File: src/rtl/ddr2_init_pkg.sv
package ddr2_init_pkg;

    typedef enum logic [3:0] {
        ST_WAIT_CLK,
        ST_CLK_ON,
        ST_WAIT_PHY,
        ST_PHY_RST,
        ST_PHY_CAL,
        ST_WAIT_CAL,
        ST_CMD,
        ST_WAIT_CMD,
        ST_TIMING,
        ST_LATENCY,
        ST_CONFIG,
        ST_DONE
    } seq_state_t;

    // Register offsets from the controller base
    localparam logic [31:0] OFF_CLK_EN   = 32'h00;
    localparam logic [31:0] OFF_PHY_CTRL = 32'h04;
    localparam logic [31:0] OFF_CMD      = 32'h08;
    localparam logic [31:0] OFF_TIMING   = 32'h0C;
    localparam logic [31:0] OFF_LATENCY  = 32'h10;
    localparam logic [31:0] OFF_CONFIG   = 32'h14;

    // Control bits
    localparam int CLK_EN_BIT    = 0;
    localparam int PHY_RST_BIT   = 0;
    localparam int CAL_RST_BIT   = 1;
    localparam int CAL_START_BIT = 2;

    // Command opcodes
    localparam logic [7:0] OP_DESEL = 8'h00;
    localparam logic [7:0] OP_PRE   = 8'h01;
    localparam logic [7:0] OP_REF   = 8'h02;
    localparam logic [7:0] OP_MRS   = 8'h03;
    localparam logic [7:0] OP_EMRS  = 8'h04;
    localparam logic [7:0] OP_EMRS2 = 8'h05;
    localparam logic [7:0] OP_EMRS3 = 8'h06;

    // Argument flags
    localparam logic [15:0] ARG_PRE_ALL  = 16'h0400;
    localparam logic [15:0] ARG_DLL_RST  = 16'h0100;
    localparam logic [15:0] ARG_DLL_EN   = 16'h0001;
    localparam logic [15:0] ARG_OCD_DFLT = 16'h0380;
    localparam logic [15:0] ARG_OCD_EXIT = 16'h0200;

    localparam int NUM_CMDS = 12;

    function automatic logic [31:0] cmd_word(input logic [7:0] op, input logic [15:0] arg);
        return {8'h00, op, arg};
    endfunction

endpackage

File: src/rtl/ddr2_init_wait.sv
module ddr2_init_wait #(
    parameter int WAIT_CYCLES = 50000
) (
    input  logic clk,
    input  logic rst_n,
    input  logic run,
    output logic expired
);
    localparam int CNT_W = (WAIT_CYCLES > 1) ? $clog2(WAIT_CYCLES) : 1;
    localparam logic [CNT_W-1:0] LAST = CNT_W'(WAIT_CYCLES - 1);

    logic [CNT_W-1:0] cnt;

    assign expired = run && (cnt == LAST);

    always_ff @(posedge clk) begin
        if (!rst_n)
            cnt <= '0;
        else if (run && !expired)
            cnt <= cnt + 1'b1;
        else
            cnt <= '0;
    end

    // the interval counter never runs past its terminal value
    a_r7_count_bound: assert property (@(posedge clk) disable iff (!rst_n)
        cnt <= LAST);

    // an interrupted wait restarts from zero
    a_r7_restart: assert property (@(posedge clk) disable iff (!rst_n)
        !run |=> cnt == '0);

endmodule

File: src/rtl/ddr2_init_script.sv
module ddr2_init_script
    import ddr2_init_pkg::*;
#(
    parameter int IDX_W = 4
) (
    input  logic [IDX_W-1:0] idx,
    input  logic [31:0]      mode_cfg,
    output logic [31:0]      word
);
    logic [15:0] final_arg;

    assign final_arg = ARG_OCD_EXIT | ARG_DLL_EN | mode_cfg[31:16];

    always_comb begin
        case (int'(idx))
            0:       word = cmd_word(OP_DESEL, 16'h0000);
            1:       word = cmd_word(OP_PRE,   ARG_PRE_ALL);
            2:       word = cmd_word(OP_EMRS2, 16'h0000);
            3:       word = cmd_word(OP_EMRS3, 16'h0000);
            4:       word = cmd_word(OP_EMRS,  ARG_DLL_EN);
            5:       word = cmd_word(OP_MRS,   ARG_DLL_RST);
            6:       word = cmd_word(OP_PRE,   ARG_PRE_ALL);
            7:       word = cmd_word(OP_REF,   16'h0000);
            8:       word = cmd_word(OP_REF,   16'h0000);
            9:       word = cmd_word(OP_MRS,   mode_cfg[15:0]);
            10:      word = cmd_word(OP_EMRS,  ARG_OCD_DFLT | ARG_DLL_EN);
            11:      word = cmd_word(OP_EMRS,  final_arg);
            default: word = cmd_word(OP_DESEL, 16'h0000);
        endcase
    end

endmodule

File: src/rtl/ddr2_init_seq.sv
module ddr2_init_seq
    import ddr2_init_pkg::*;
#(
    parameter int          WAIT_CYCLES = 50000,
    parameter logic [31:0] BASE_ADDR   = 32'h0000_0000
) (
    input  logic        clk,
    input  logic        rst_n,
    input  logic        start,
    input  logic        bus_ready,
    input  logic [31:0] mode_cfg,
    input  logic [31:0] timing_cfg,
    input  logic [31:0] latency_cfg,
    input  logic [31:0] ctrl_cfg,
    output logic        wr_en,
    output logic [31:0] wr_addr,
    output logic [31:0] wr_data,
    output logic        done
);
    localparam int CIDX_W = $clog2(NUM_CMDS);
    localparam logic [CIDX_W-1:0] LAST_CMD = CIDX_W'(NUM_CMDS - 1);
    localparam logic [31:0] PHY_RST_WORD = (32'd1 << PHY_RST_BIT) | (32'd1 << CAL_RST_BIT);
    localparam logic [31:0] CAL_WORD     = 32'd1 << CAL_START_BIT;

    seq_state_t state, state_nx;
    logic [CIDX_W-1:0] cmd_idx;
    logic [31:0] cmd_data;
    logic wait_run, wait_exp, accept;

    assign wait_run = (state == ST_WAIT_CLK) || (state == ST_WAIT_PHY) ||
                      (state == ST_WAIT_CAL) || (state == ST_WAIT_CMD);
    assign accept   = wr_en && bus_ready;

    ddr2_init_wait #(.WAIT_CYCLES(WAIT_CYCLES)) i_wait (
        .clk     (clk),
        .rst_n   (rst_n),
        .run     (wait_run),
        .expired (wait_exp)
    );

    ddr2_init_script #(.IDX_W(CIDX_W)) i_script (
        .idx      (cmd_idx),
        .mode_cfg (mode_cfg),
        .word     (cmd_data)
    );

    // Next-state logic
    always_comb begin
        state_nx = state;
        unique case (state)
            ST_WAIT_CLK: if (wait_exp) state_nx = ST_CLK_ON;
            ST_CLK_ON:   if (bus_ready) state_nx = ST_WAIT_PHY;
            ST_WAIT_PHY: if (wait_exp) state_nx = ST_PHY_RST;
            ST_PHY_RST:  if (bus_ready) state_nx = ST_PHY_CAL;
            ST_PHY_CAL:  if (bus_ready) state_nx = ST_WAIT_CAL;
            ST_WAIT_CAL: if (wait_exp) state_nx = ST_CMD;
            ST_CMD:      if (bus_ready) state_nx = ST_WAIT_CMD;
            ST_WAIT_CMD: if (wait_exp) state_nx = (cmd_idx == LAST_CMD) ? ST_TIMING : ST_CMD;
            ST_TIMING:   if (bus_ready) state_nx = ST_LATENCY;
            ST_LATENCY:  if (bus_ready) state_nx = ST_CONFIG;
            ST_CONFIG:   if (bus_ready) state_nx = ST_DONE;
            ST_DONE:     if (start) state_nx = ST_WAIT_CLK;
            default:     state_nx = ST_WAIT_CLK;
        endcase
    end

    // State and command index registers
    always_ff @(posedge clk) begin
        if (!rst_n) begin
            state   <= ST_WAIT_CLK;
            cmd_idx <= '0;
        end else begin
            state <= state_nx;
            if (state == ST_WAIT_CAL)
                cmd_idx <= '0;
            else if (state == ST_WAIT_CMD && wait_exp && cmd_idx != LAST_CMD)
                cmd_idx <= cmd_idx + 1'b1;
        end
    end

    // Outputs
    always_comb begin
        wr_en   = 1'b0;
        wr_addr = '0;
        wr_data = '0;
        done    = 1'b0;
        unique case (state)
            ST_CLK_ON: begin
                wr_en = 1'b1; wr_addr = BASE_ADDR + OFF_CLK_EN;
                wr_data = 32'd1 << CLK_EN_BIT;
            end
            ST_PHY_RST: begin
                wr_en = 1'b1; wr_addr = BASE_ADDR + OFF_PHY_CTRL; wr_data = PHY_RST_WORD;
            end
            ST_PHY_CAL: begin
                wr_en = 1'b1; wr_addr = BASE_ADDR + OFF_PHY_CTRL; wr_data = CAL_WORD;
            end
            ST_CMD: begin
                wr_en = 1'b1; wr_addr = BASE_ADDR + OFF_CMD; wr_data = cmd_data;
            end
            ST_TIMING: begin
                wr_en = 1'b1; wr_addr = BASE_ADDR + OFF_TIMING; wr_data = timing_cfg;
            end
            ST_LATENCY: begin
                wr_en = 1'b1; wr_addr = BASE_ADDR + OFF_LATENCY; wr_data = latency_cfg;
            end
            ST_CONFIG: begin
                wr_en = 1'b1; wr_addr = BASE_ADDR + OFF_CONFIG; wr_data = ctrl_cfg;
            end
            ST_DONE: done = 1'b1;
            default: ;
        endcase
    end

    // a stalled write is held unchanged
    a_r9_hold_stable: assert property (@(posedge clk) disable iff (!rst_n)
        (wr_en && !bus_ready) |=> (wr_en && $stable(wr_addr) && $stable(wr_data)));

    // calibration start follows the PHY reset write on the next cycle
    a_r3_phy_pair: assert property (@(posedge clk) disable iff (!rst_n)
        (accept && wr_addr == BASE_ADDR + OFF_PHY_CTRL && wr_data == PHY_RST_WORD)
        |=> (wr_en && wr_addr == BASE_ADDR + OFF_PHY_CTRL && wr_data == CAL_WORD));

    // the latency write follows the accepted timing write
    a_r8_timing_then_latency: assert property (@(posedge clk) disable iff (!rst_n)
        (accept && wr_addr == BASE_ADDR + OFF_TIMING) |=> (wr_en && wr_addr == BASE_ADDR + OFF_LATENCY));

    // done is sticky without start
    a_r10_done_sticky: assert property (@(posedge clk) disable iff (!rst_n)
        (done && !start) |=> done);

    // no writes once done
    a_r10_quiet_when_done: assert property (@(posedge clk) disable iff (!rst_n)
        done |-> !wr_en);

    // command words keep their top byte clear
    a_r4_cmd_top_zero: assert property (@(posedge clk) disable iff (!rst_n)
        (wr_en && wr_addr == BASE_ADDR + OFF_CMD) |-> (wr_data[31:24] == 8'h00));

endmodule

File: config.mk
export PLATFORM = sky130hd
export DESIGN_NAME = ddr2_init_seq
export DESIGN_NICKNAME = d
export VERILOG_FILES = /design/src/rtl/ddr2_init_pkg.sv /design/src/rtl/ddr2_init_wait.sv /design/src/rtl/ddr2_init_script.sv /design/src/rtl/ddr2_init_seq.sv
export SDC_FILE = /design/constraint.sdc
export NUM_CORES = 1
export LEC_CHECK = 0
export BUFFER_PORTS_ARGS = -buffer_cell sky130_fd_sc_hd__buf_2
export CORE_ASPECT_RATIO = 0.6
export CORE_MARGIN = 4
export CORE_UTILIZATION = 42
export CTS_CLUSTER_SIZE = 28
export DETAILED_ROUTE_END_ITERATION = 6
export GPL_ROUTABILITY_DRIVEN = 0
export PLACE_DENSITY_LB_ADDON = 0.12
export RECOVER_POWER = 50
export SYNTH_ARGS = -nofsm -noshare
export SYNTH_HDL_FRONTEND = slang
export SYNTH_SLANG_ARGS = --single-unit
File: constraint.sdc
create_clock -name clk -period 2.6 [get_ports clk]
set_input_delay 0.26 -clock clk [delete_from_list [all_inputs] [get_ports clk]]
set_output_delay 0.26 -clock clk [all_outputs]
set_load 0.05 [all_outputs]
==> results of run 1 <==
==> power breakdown <==
group | leakage (nW) | total [mW] | switching (mW) | internal (mW)
Clock | 0.0357 | 0.330 | 0.124 | 0.206
Combinational | 1.37 | 0.207 | 0.132 | 0.0743
Sequential | 0.194 | 0.375 | 0.00427 | 0.371
Total | 1.60 | 0.912 | 0.261 | 0.651
==> stage by stage <==
step                      TNS (ps)  worst slack [ps]  total power, mW  cells  hold slack (ps)
after floorplan               -362             -90.5            0.525    344              390
after global placement           0               133            0.586    535              453
after detailed placement         0               106            0.589    535              469
after CTS                        0              49.7            0.914    539              314
after global routing             0              34.7            0.946    539              343
final                            0               189            0.912    539              312
==> area by class of cell <==
cell class | instances | area [um2] | area share [%]
Clock buffer | 3 | 41.3 | 1.28
Clock inverter | 1 | 30.0 | 0.934
Inverter | 23 | 86.3 | 2.68
Multi-Input combinational cell | 245 | 1580 | 49.2
Sequential cell | 24 | 480 | 14.9
Tap cell | 66 | 82.6 | 2.57
Timing Repair Buffer | 177 | 912 | 28.4
==> synth_stat cells (7+ instances only) <==
library cell,n
o21ai_0,31
nor2_1,27
buf_4,30
dfxtp_1,24
clkbuf_1,16
a222oi_1,29
nand3_1,8
inv_1,23
a22oi_1,13
xor2_1,7
xnor2_1,7
nand2_1,14
a21oi_1,11
==> how the worst min path moves through the flow <==
stage | start | endpoint | depth (start not counted)
3_5_place_dp | i_wait.cnt[0]$_SDFF_PN0_ | i_wait.cnt[0]$_SDFF_PN0_ | 1
4_1_cts | rst_n | state[2]$_SDFFE_PN0P_ | 3
6_report | rst_n | state[2]$_SDFFE_PN0P_ | 3
2_1_floorplan | rst_n | state[0]$_SDFFE_PN0P_ | 2
3_3_place_gp | i_wait.cnt[0]$_SDFF_PN0_ | i_wait.cnt[0]$_SDFF_PN0_ | 1
5_1_grt | rst_n | state[2]$_SDFFE_PN0P_ | 3
==> critical path: stages (launching register included) <==
cell and delay (ps):
dfxtp_1 320, or2_2 330, nor2_4 560, a222oi_1 240, o21ai_0 130, buf_2 300
==> layer usage <==
| layer | track usage (%) | part of all wire (%) |
|---|---|---|
| met3 | 4.59 | 8.2 |
| met2 | 40.1 | 48 |
| met5 | 0 | 0 |
| met4 | 2.95 | 0.76 |
| met1 | 32.2 | 43 |
==> sequential cells by signal, indices dropped and copies added (netlist names) <==
| name | cells |
|---|---|
| i_wait.cnt | 16 |
| state | 4 |
| cmd_idx | 4 |
==> cell families after synthesis <==
| kind of cell | count (synthesis) | synth area share, % |
|---|---|---|
| compound gates | 103 | 32.2 |
| xor+xnor | 14 | 5.19 |
| fa+ha+maj | 5 | 2.65 |
| buf+inv | 75 | 17.2 |
| flops | 24 | 20.3 |
| mux | 3 | 1.32 |
| other cells | 1 | 0.159 |
| simple gates | 91 | 21.0 |
==> timing repair <==
action / 4_1_cts / 5_1_grt
endpoints found under the setup margin: 29 / 11
pin swaps: 0 / 0
gates resized for setup: 1 / 4
setup buffers: 0 / 0
gates cloned: 0 / 0
==> results.py, run 1 <==
metrics = {
    "run_status": {
        "outcome": "finished with violations",
        "violations": "design-rule violations",
    },
    "clock_tree": {
        "htreeDepth": 1,
        "clock-sinks": 24,
        "cts_buffers": 3,
        "ctsHoldBuffers": 0,
        "cts.clk_slew.worst_paths_ps": 90,
        "cts-root-buf": "clkbuf_8",
        "clock_latency_ps": 270,
        "cts_tree": "yes",
        "cts_max_path_buffers": 2,
    },
    "finish": {
        "fin_nets": 611,
        "fin_area_um2": 3220,
        "layout_common_cells": "buf_2 (160), a222oi_1 (29), conb_1 (29)",
        "syn_to_final_growth_pct": 36.1,
        "n_fill_cell": 519,
        "layout-drive-gt1-share_pct": 39.7,
        "final_common_cell": "buf_2",
        "num_antenna_cells": 0,
        "utilization_pct": 61.2,
    },
    "route": {
        "dr.pass1.iters": 7,
        "drt_iter0_drc": 335,
        "wire_per_inst_um": 16.7,
        "wl_um": 8990,
        "ant_nets": 0,
        "vias": 3001,
        "drc_errors": 3,
        "vias_per_cell": 5.57,
    },
    "grt": {
        "grt_usage_pct": 23.7,
        "grt_pass1_wl_um": 13500,
        "grt_max_degree": 31,
        "grt_pass1_vias": 2726,
        "antenna_found_initial": 0,
        "grt-ovfl-total": 0,
    },
    "setup_path": {
        "r2r-start": "i_wait.cnt[0]$_SDFF_PN0_",
        "reg2reg_slack_ps": 520,
        "crit_start": "state[2]$_SDFFE_PN0P_",
        "crit_end": "wr_data[8]",
        "path_max_fanout": 29,
        "reg2reg_depth": 5,
        "end_kind": "primary output",
        "r2r_end": "i_wait.cnt[2]$_SDFF_PN0_",
        "critPathArrivalTime_ps": 2150,
        "critPathRequiredTime_ps": 2340,
        "critPathLaunchType": "register",
        "path_class": "register to primary output",
    },
    "synth": {
        "yosysUniqueCellTypes": 53,
        "ys_ff_latch": 24,
        "synth-edff-count": 0,
        "yosys_warnings": 0,
        "ys_seq_area_share_pct": 20.3,
        "synth_top_area_share_pct": 20.3,
        "ys_async_sr_fraction_pct": 0,
        "syn_inst": 316,
        "avgSynthCellArea_um2": 7.48,
        "synth_largest_area_cell": "dfxtp_1",
        "synth_ff_type": "dfxtp_1",
        "synthTopCellsByArea": "dfxtp_1 (20%), a222oi_1 (12%), buf_4 (9.5%)",
        "syn_area_um2": 2360,
    },
    "floorplan": {
        "rows": 20,
        "core-area_um2": 5260,
        "fp.dieH_um": 66.1,
        "io_pins": 198,
        "die_x_um": 105,
        "die_area_um2": 6930,
        "start_util_pct": 45.0,
    },
    "timing": {
        "slew_violations": 0,
        "maxSlewHeadroom_pct": 54.5,
        "setup_viol": 0,
        "finalCritPeriodShare_pct": 92.7,
        "max_clock_freq_mhz": 415,
        "hold_viol": 0,
        "rsz0062_at_grt": "false",
        "tightest_slew_ps": 681,
        "skew_ps": 6.59,
        "fin_crit_ps": 2410,
    },
    "placement": {
        "dpl.hpwl_um": 7230,
        "port_buffers": 166,
        "placed_area_um2": 3150,
    },
    "pwr": {
        "p_leak_nw": 1.60,
        "powerDensity_nw_per_um2": 284,
        "ir_worst_vdd_uv": 232,
    },
    "run": {
        "drv_cap": 0,
    },
    "hold_path": {
        "hp-class": "input pin to register",
    },
}
(Power assumes the default switching activity.)
==> run 2, diff against run 1 <==
--- a/config.mk
+++ b/config.mk
@@ -8,7 +8,7 @@
 export BUFFER_PORTS_ARGS = -buffer_cell sky130_fd_sc_hd__buf_2
 export CORE_ASPECT_RATIO = 0.6
 export CORE_MARGIN = 4
-export CORE_UTILIZATION = 42
+export CORE_UTILIZATION = 30
 export CTS_CLUSTER_SIZE = 28
 export DETAILED_ROUTE_END_ITERATION = 6
 export GPL_ROUTABILITY_DRIVEN = 0
@@ -16,4 +16,5 @@
 export RECOVER_POWER = 50
 export SYNTH_ARGS = -nofsm -noshare
 export SYNTH_HDL_FRONTEND = slang
+export SYNTH_HIERARCHICAL = 1
 export SYNTH_SLANG_ARGS = --single-unit
==> run 2 against run 1 <==
Effect of this change:
- cell count up 24%
- largest cell class unchanged
- via count up 4.1%
- sequential cell count unchanged
- critical path depth up 1
- synthesized cell count up 21%
- setup slack better by 40 ps
- the run now ends clean
- combinational power up 9.7%
- clock power up 33%
==> results.py, run 2 <==
metrics = {
    "setup_path": {
        "critPathLaunchType": "register",
        "crit_buf_inv": 2,
        "end_kind": "primary output",
        "slowest_stage": "nor3b_4",
        "critPathRequiredTime_ps": 2340,
        "critPathArrivalTime_ps": 2110,
        "path_class": "register to primary output",
        "crit_chain": "nand2b_1 > nor3b_4 > buf_4 > a22oi_1 > o21ai_0 > buf_2",
        "cp.depth": 6,
        "worst_path_largest_cell_delay_ps": 470,
        "r2r-start": "state[0]$_SDFFE_PN0P_",
        "reg2reg_depth": 9,
        "crit_start": "state[0]$_SDFFE_PN0P_",
        "path_max_fanout": 14,
        "crit_family": "simple AND/OR/NAND/NOR gates",
    },
    "finish": {
        "layout_common_cells": "buf_2 (162), mux2i_1 (47), nor2_1 (46)",
        "largest_reg_flops": 16,
        "seqCellArea_um2": 480,
        "multi_input_area_um2": 2090,
        "num_antenna_cells": 0,
        "n_fill_cell": 998,
        "final_common_cell": "buf_2",
        "syn_to_final_growth_pct": 27.6,
        "layout-drive-gt1-share_pct": 37.9,
        "fin_nets": 673,
        "top_regs": "i_wait/cnt: 16 flops, cmd_idx: 4 flops, state: 4 flops",
        "largest_register": "i_wait/cnt",
    },
    "floorplan": {
        "core-area_um2": 9430,
        "io_pins": 198,
        "die_area_um2": 11600,
        "fp.dieH_um": 85.2,
        "die_x_um": 137,
        "start_util_pct": 31.6,
        "rows": 27,
    },
    "hold_path": {
        "hp-start": "rst_n",
        "hp-class": "input pin to register",
        "hold_depth": 3,
    },
    "route": {
        "wire_per_inst_um": 14.5,
        "drc_errors": 0,
        "ant_nets": 0,
        "vias": 3125,
        "vias_per_cell": 4.68,
        "wl_um": 9680,
        "drt_iter0_drc": 192,
        "dr.pass1.iters": 4,
    },
    "timing": {
        "skew_ps": 4.79,
        "maxSlewHeadroom_pct": 52.4,
        "tightest_slew_ps": 713,
        "finalCritPeriodShare_pct": 91.2,
        "rsz0062_at_grt": "false",
        "fin_crit_ps": 2370,
        "max_clock_freq_mhz": 422,
        "hold_viol": 0,
        "setup-tns-final_ps": 0,
        "timing.hold.ws_ps": 323,
        "setup_viol": 0,
        "slew_violations": 0,
    },
    "synth": {
        "synth_top_family_by_area": "simple AND/OR/NAND/NOR gates",
        "ys_ff_latch": 24,
        "synthTopCellsByArea": "dfxtp_1 (16%), mux2i_1 (15%), buf_4 (12%)",
        "synth_ff_type": "dfxtp_1",
        "synth_top_area_share_pct": 16.1,
        "syn_inst": 383,
        "synth_xor_area_share_pct": 5.25,
        "yosysMostFrequentCell": "buf_4",
        "muxShareOfSynthArea_pct": 17.0,
        "syn_area_um2": 2980,
        "synth_compound_area_share_pct": 19.7,
        "ys_async_sr_fraction_pct": 0,
        "synth_common_cells": "buf_4 (48), mux2i_1 (46), nor2_1 (46), a22oi_1 (30), o21ai_0 (30)",
        "synth-simple-area-share_pct": 22.9,
        "avgSynthCellArea_um2": 7.78,
        "ys_seq_area_share_pct": 16.1,
        "synthAdderAreaFrac_pct": 0.840,
        "synth-edff-count": 0,
        "yosysUniqueCellTypes": 56,
        "yosys_warnings": 6,
        "synth_largest_area_cell": "dfxtp_1",
    },
    "grt": {
        "grt_pass1_wl_um": 14500,
        "grt_usage_pct": 15.0,
        "antenna_found_initial": 0,
        "grt_max_degree": 33,
        "grt_pass1_vias": 2917,
        "grt-ovfl-total": 0,
    },
    "run_status": {
        "outcome": "finished clean",
    },
    "clock_tree": {
        "cts-root-buf": "clkbuf_16",
        "clock-sinks": 24,
        "ctsHoldBuffers": 0,
        "htreeDepth": 1,
        "cts_tree": "yes",
        "cts.clk_slew.worst_paths_ps": 60,
        "cts_buffers": 3,
        "clock_latency_ps": 260,
        "cts_max_path_buffers": 2,
    },
    "pwr": {
        "p_leak_nw": 1.67,
        "powerDensity_nw_per_um2": 275,
        "ir_worst_vdd_uv": 225,
    },
    "placement": {
        "dpl.hpwl_um": 8010,
        "port_buffers": 166,
    },
    "run": {
        "drv_cap": 0,
    },
}
[run 2: stage by stage]
stage	cells	worst slack, ps	utilization [%]	instance area, um2	power, mW
floorplan	423	283	-	3130	0.558
global placement	664	467	39.5	3720	0.608
detailed placement	664	435	39.5	3720	0.611
CTS	668	161	40.6	3820	1.05
global route	668	61.4	40.3	3800	1.09
finish	668	228	40.3	3800	1.04
[run 2: repair_timing]
action,4_1_cts,5_1_grt
resized for setup,0,2
setup buffers,0,0
setup endpoints to repair,0,4
[run 2: layer usage]
metal / part of all wire [%] / track usage, %
met5: 0 / 0
met4: 0.37 / 1.74
met3: 7.1 / 2.61
met2: 48 / 26.1
met1: 45 / 19.9
[run 2: worst paths after layout]
path | end | slack, ps
setup / recovery | wr_data[17] | 230
hold / removal | state[3]$_SDFFE_PN0P_ | 320
setup reg to reg | state[0]$_SDFFE_PN0P_ | 270
hold reg to reg | i_wait/cnt[0]$_SDFF_PN0_ | 480
[run 2: worst min-delay path: stages]
cell     delay (ps)
buf_2           150
inv_1            80
a21oi_1          40
[run 2: where the power goes]
part | switching [mW] | internal (mW) | total [mW]
combinational | 0.142 | 0.0849 | 0.227
sequential | 0.00454 | 0.372 | 0.376
clock | 0.134 | 0.306 | 0.440
total | 0.281 | 0.762 | 1.04
[run 2: area by class of cell]
| cell class | instances | area share, % |
|---|---|---|
| Tap cell | 130 | 4.28 |
| Clock buffer | 3 | 1.97 |
| Multi-Input combinational cell | 322 | 55.0 |
| Clock inverter | 1 | 0.790 |
| Timing Repair Buffer | 178 | 24.3 |
| Inverter | 10 | 0.987 |
| Sequential cell | 24 | 12.6 |
[run 2: logic make-up (layout without fill, tap and decap cells)]
family,after synthesis,count (layout)
and+or+nand+nor,121,121
AOI/OAI and AO/OA,91,91
DFF,24,24
other,2,42
adders and majority gates,2,2
muxes,49,49
xor gates and xnor gates,17,17
buffers and inverters,77,192
==> run 3, diff against run 2 <==
--- a/config.mk
+++ b/config.mk
@@ -5,6 +5,7 @@
 export SDC_FILE = /design/constraint.sdc
 export NUM_CORES = 1
 export LEC_CHECK = 0
+export ABC_AREA = 1
 export BUFFER_PORTS_ARGS = -buffer_cell sky130_fd_sc_hd__buf_2
 export CORE_ASPECT_RATIO = 0.6
 export CORE_MARGIN = 4
==> run 3 against run 2 <==
Effect of this change:
- synthesized cell count grew 38%
- highest routed layer unchanged
- non-clock buffer count shrank 7
- die area grew 0.39%
==> results.py, run 3 <==
metrics = {
    "grt": {
        "antenna_found_initial": 0,
        "grt_pass1_wl_um": 16200,
        "grt_pass1_vias": 3407,
        "grt_max_degree": 35,
        "grt_usage_pct": 16.7,
        "grt-ovfl-total": 0,
    },
    "timing": {
        "finalCritPeriodShare_pct": 91.9,
        "fin_crit_ps": 2390,
        "max_clock_freq_mhz": 418,
        "setup_viol": 0,
        "skew_ps": 3.77,
        "hold_viol": 0,
        "slew_violations": 0,
        "tightest_slew_ps": 678,
        "rsz0062_at_grt": "false",
        "maxSlewHeadroom_pct": 54.7,
        "setup-tns-final_ps": 0,
    },
    "synth": {
        "yosysMostFrequentCell": "nand2_1",
        "yosys_warnings": 6,
        "ys_seq_area_share_pct": 16.1,
        "ys_ff_latch": 24,
        "synth_common_cells": "nand2_1 (213), buf_4 (51), nand3_1 (50), nor2_1 (42), nand4_1 (34)",
        "synth_compound_area_share_pct": 4.56,
        "avgSynthCellArea_um2": 5.68,
        "yosysUniqueCellTypes": 33,
        "syn_area_um2": 2990,
        "ys_async_sr_fraction_pct": 0,
        "synth_ff_type": "dfxtp_1",
        "muxShareOfSynthArea_pct": 0,
        "synthAdderAreaFrac_pct": 0.836,
        "synth_xor_area_share_pct": 2.34,
        "syn_inst": 527,
        "synthTopCellsByArea": "nand2_1 (27%), dfxtp_1 (16%), buf_4 (13%)",
        "synth_largest_area_cell": "nand2_1",
        "synth_top_area_share_pct": 26.7,
        "synth-simple-area-share_pct": 55.8,
        "synth_top_family_by_area": "simple AND/OR/NAND/NOR gates",
        "synth-edff-count": 0,
    },
    "finish": {
        "n_fill_cell": 1043,
        "fin_nets": 815,
        "syn_to_final_growth_pct": 26.1,
        "largest_register": "i_wait/cnt",
        "seqCellArea_um2": 482,
        "layout-drive-gt1-share_pct": 30.0,
        "layout.cells.non_filler": 810,
        "layout_common_cells": "nand2_1 (214), buf_2 (162), nand3_1 (52)",
        "multi_input_area_um2": 2030,
        "final_common_cell": "nand2_1",
        "num_antenna_cells": 0,
        "fin_area_um2": 3770,
        "top_regs": "i_wait/cnt: 16 flops, cmd_idx: 4 flops, state: 4 flops",
        "largest_reg_flops": 16,
    },
    "floorplan": {
        "rows": 27,
        "fp.dieH_um": 85.4,
        "die_x_um": 137,
        "die_area_um2": 11700,
        "io_pins": 198,
        "start_util_pct": 31.7,
        "core-area_um2": 9430,
    },
    "clock_tree": {
        "post_cts_buffers": 0,
        "htreeDepth": 1,
        "cts_max_path_buffers": 2,
        "cts.clk_slew.worst_paths_ps": 60,
        "cts_tree": "yes",
        "clock_latency_ps": 250,
        "clock-sinks": 24,
        "cts_buffers": 3,
        "cts-root-buf": "clkbuf_16",
    },
    "route": {
        "dr.pass1.iters": 5,
        "wire_per_inst_um": 12.8,
        "vias": 3638,
        "drc_errors": 0,
        "ant_nets": 0,
        "wl_um": 10400,
        "drt_iter0_drc": 212,
        "vias_per_cell": 4.49,
    },
    "pwr": {
        "p_leak_nw": 1.96,
        "power_switching_uw": 355,
        "p_int_uw": 714,
        "p_comb_share_pct": 29.6,
        "p_sw_share_pct": 33.2,
        "clkPwrFrac_pct": 33.4,
        "powerDensity_nw_per_um2": 283,
        "ir_worst_vdd_uv": 214,
        "sequentialPowerShare_pct": 37.0,
    },
    "placement": {
        "dpl.hpwl_um": 8560,
        "dp.cells": 806,
        "placed_area_um2": 3710,
        "port_buffers": 166,
    },
    "setup_path": {
        "critPathRequiredTime_ps": 2340,
        "path_max_fanout": 22,
        "critPathLaunchType": "register",
        "critPathArrivalTime_ps": 2130,
        "crit_chain": "nor2_8 > clkbuf_2 > nand2_1 > nand2_1 > or3_1 > clkbuf_2",
        "path_class": "register to primary output",
        "slowest_stage": "dfxtp_1",
        "end_kind": "primary output",
        "worst_path_largest_cell_delay_ps": 580,
    },
    "run": {
        "drv_cap": 0,
    },
    "run_status": {
        "outcome": "finished clean",
    },
    "hold_path": {
        "hp-class": "input pin to register",
    },
}
-- run 3: routing by layer --
metal	up-vias	share of wire (%)	track usage (%)
met3	6	8.3	3.26
met4	0	0.55	2.17
met2	129	46	27.9
met1	1588	45	22.8
met5	-	0	0
li1	1915	-	-
-- run 3: kinds of logic after synthesis --
kind of cell	Yosys count
AO/OA/AOI/OAI	24
XOR/XNOR	8
adder cells (fa/ha/maj)	2
buffers and inverters	100
flip-flops	24
other	2
AND/OR/NAND/NOR	367
-- run 3: timing repair --
action                     4_1_cts  5_1_grt
setup endpoints to repair        0       21
gates resized for setup          0        4
hold buffers                     0        0
-- run 3: area by class of cell --
cell class	count	share of cell area, %
multi-input cells	443	53.8
repair buffers	171	22.9
flip-flops and latches	24	12.8
well taps	130	4.31
inverters	38	3.88
clock buffers	4	2.35
-- run 3: worst paths after layout --
path | start | to | slack (ps) | cells after the start
setup reg to reg | i_wait/cnt[0]$_SDFF_PN0_ | cmd_idx[1]$_SDFFE_PP0P_ | 700 | 10
hold / removal | rst_n | state[3]$_SDFFE_PN0P_ | 270 | 3
setup / recovery | state[2]$_SDFFE_PN0P_ | wr_en | 210 | 6
hold reg to reg | i_wait/cnt[0]$_SDFF_PN0_ | i_wait/cnt[0]$_SDFF_PN0_ | 470 | 1
-- run 3: power by group through the flow --
stage               registers, mW  clock network (mW)  logic, mW
floorplan                   0.396                   0      0.261
global placement            0.404                   0      0.318
detailed placement          0.404                   0      0.318
CTS                         0.396               0.369      0.320
global route                0.398               0.384      0.346
finish                      0.396               0.357      0.316
-- run 3: worst max-delay path: cells and delay by family, from the launching register on --
kind                   cells  cell delay [ps]
buffers and inverters      2              600
DFF                        1              580
and+or+nand+nor            4              680
-- run 3: through the flow --
step                      setup WS [ps]  utilization, %  hold slack (ps)  power, mW
final                               209            40.0              271       1.07
after global routing               47.7            40.0              290       1.13
after CTS                           104            40.3              269       1.08
after detailed placement            392            39.4              462      0.722
after global placement              425            39.4              455      0.721
after floorplan                     738               -              358      0.657
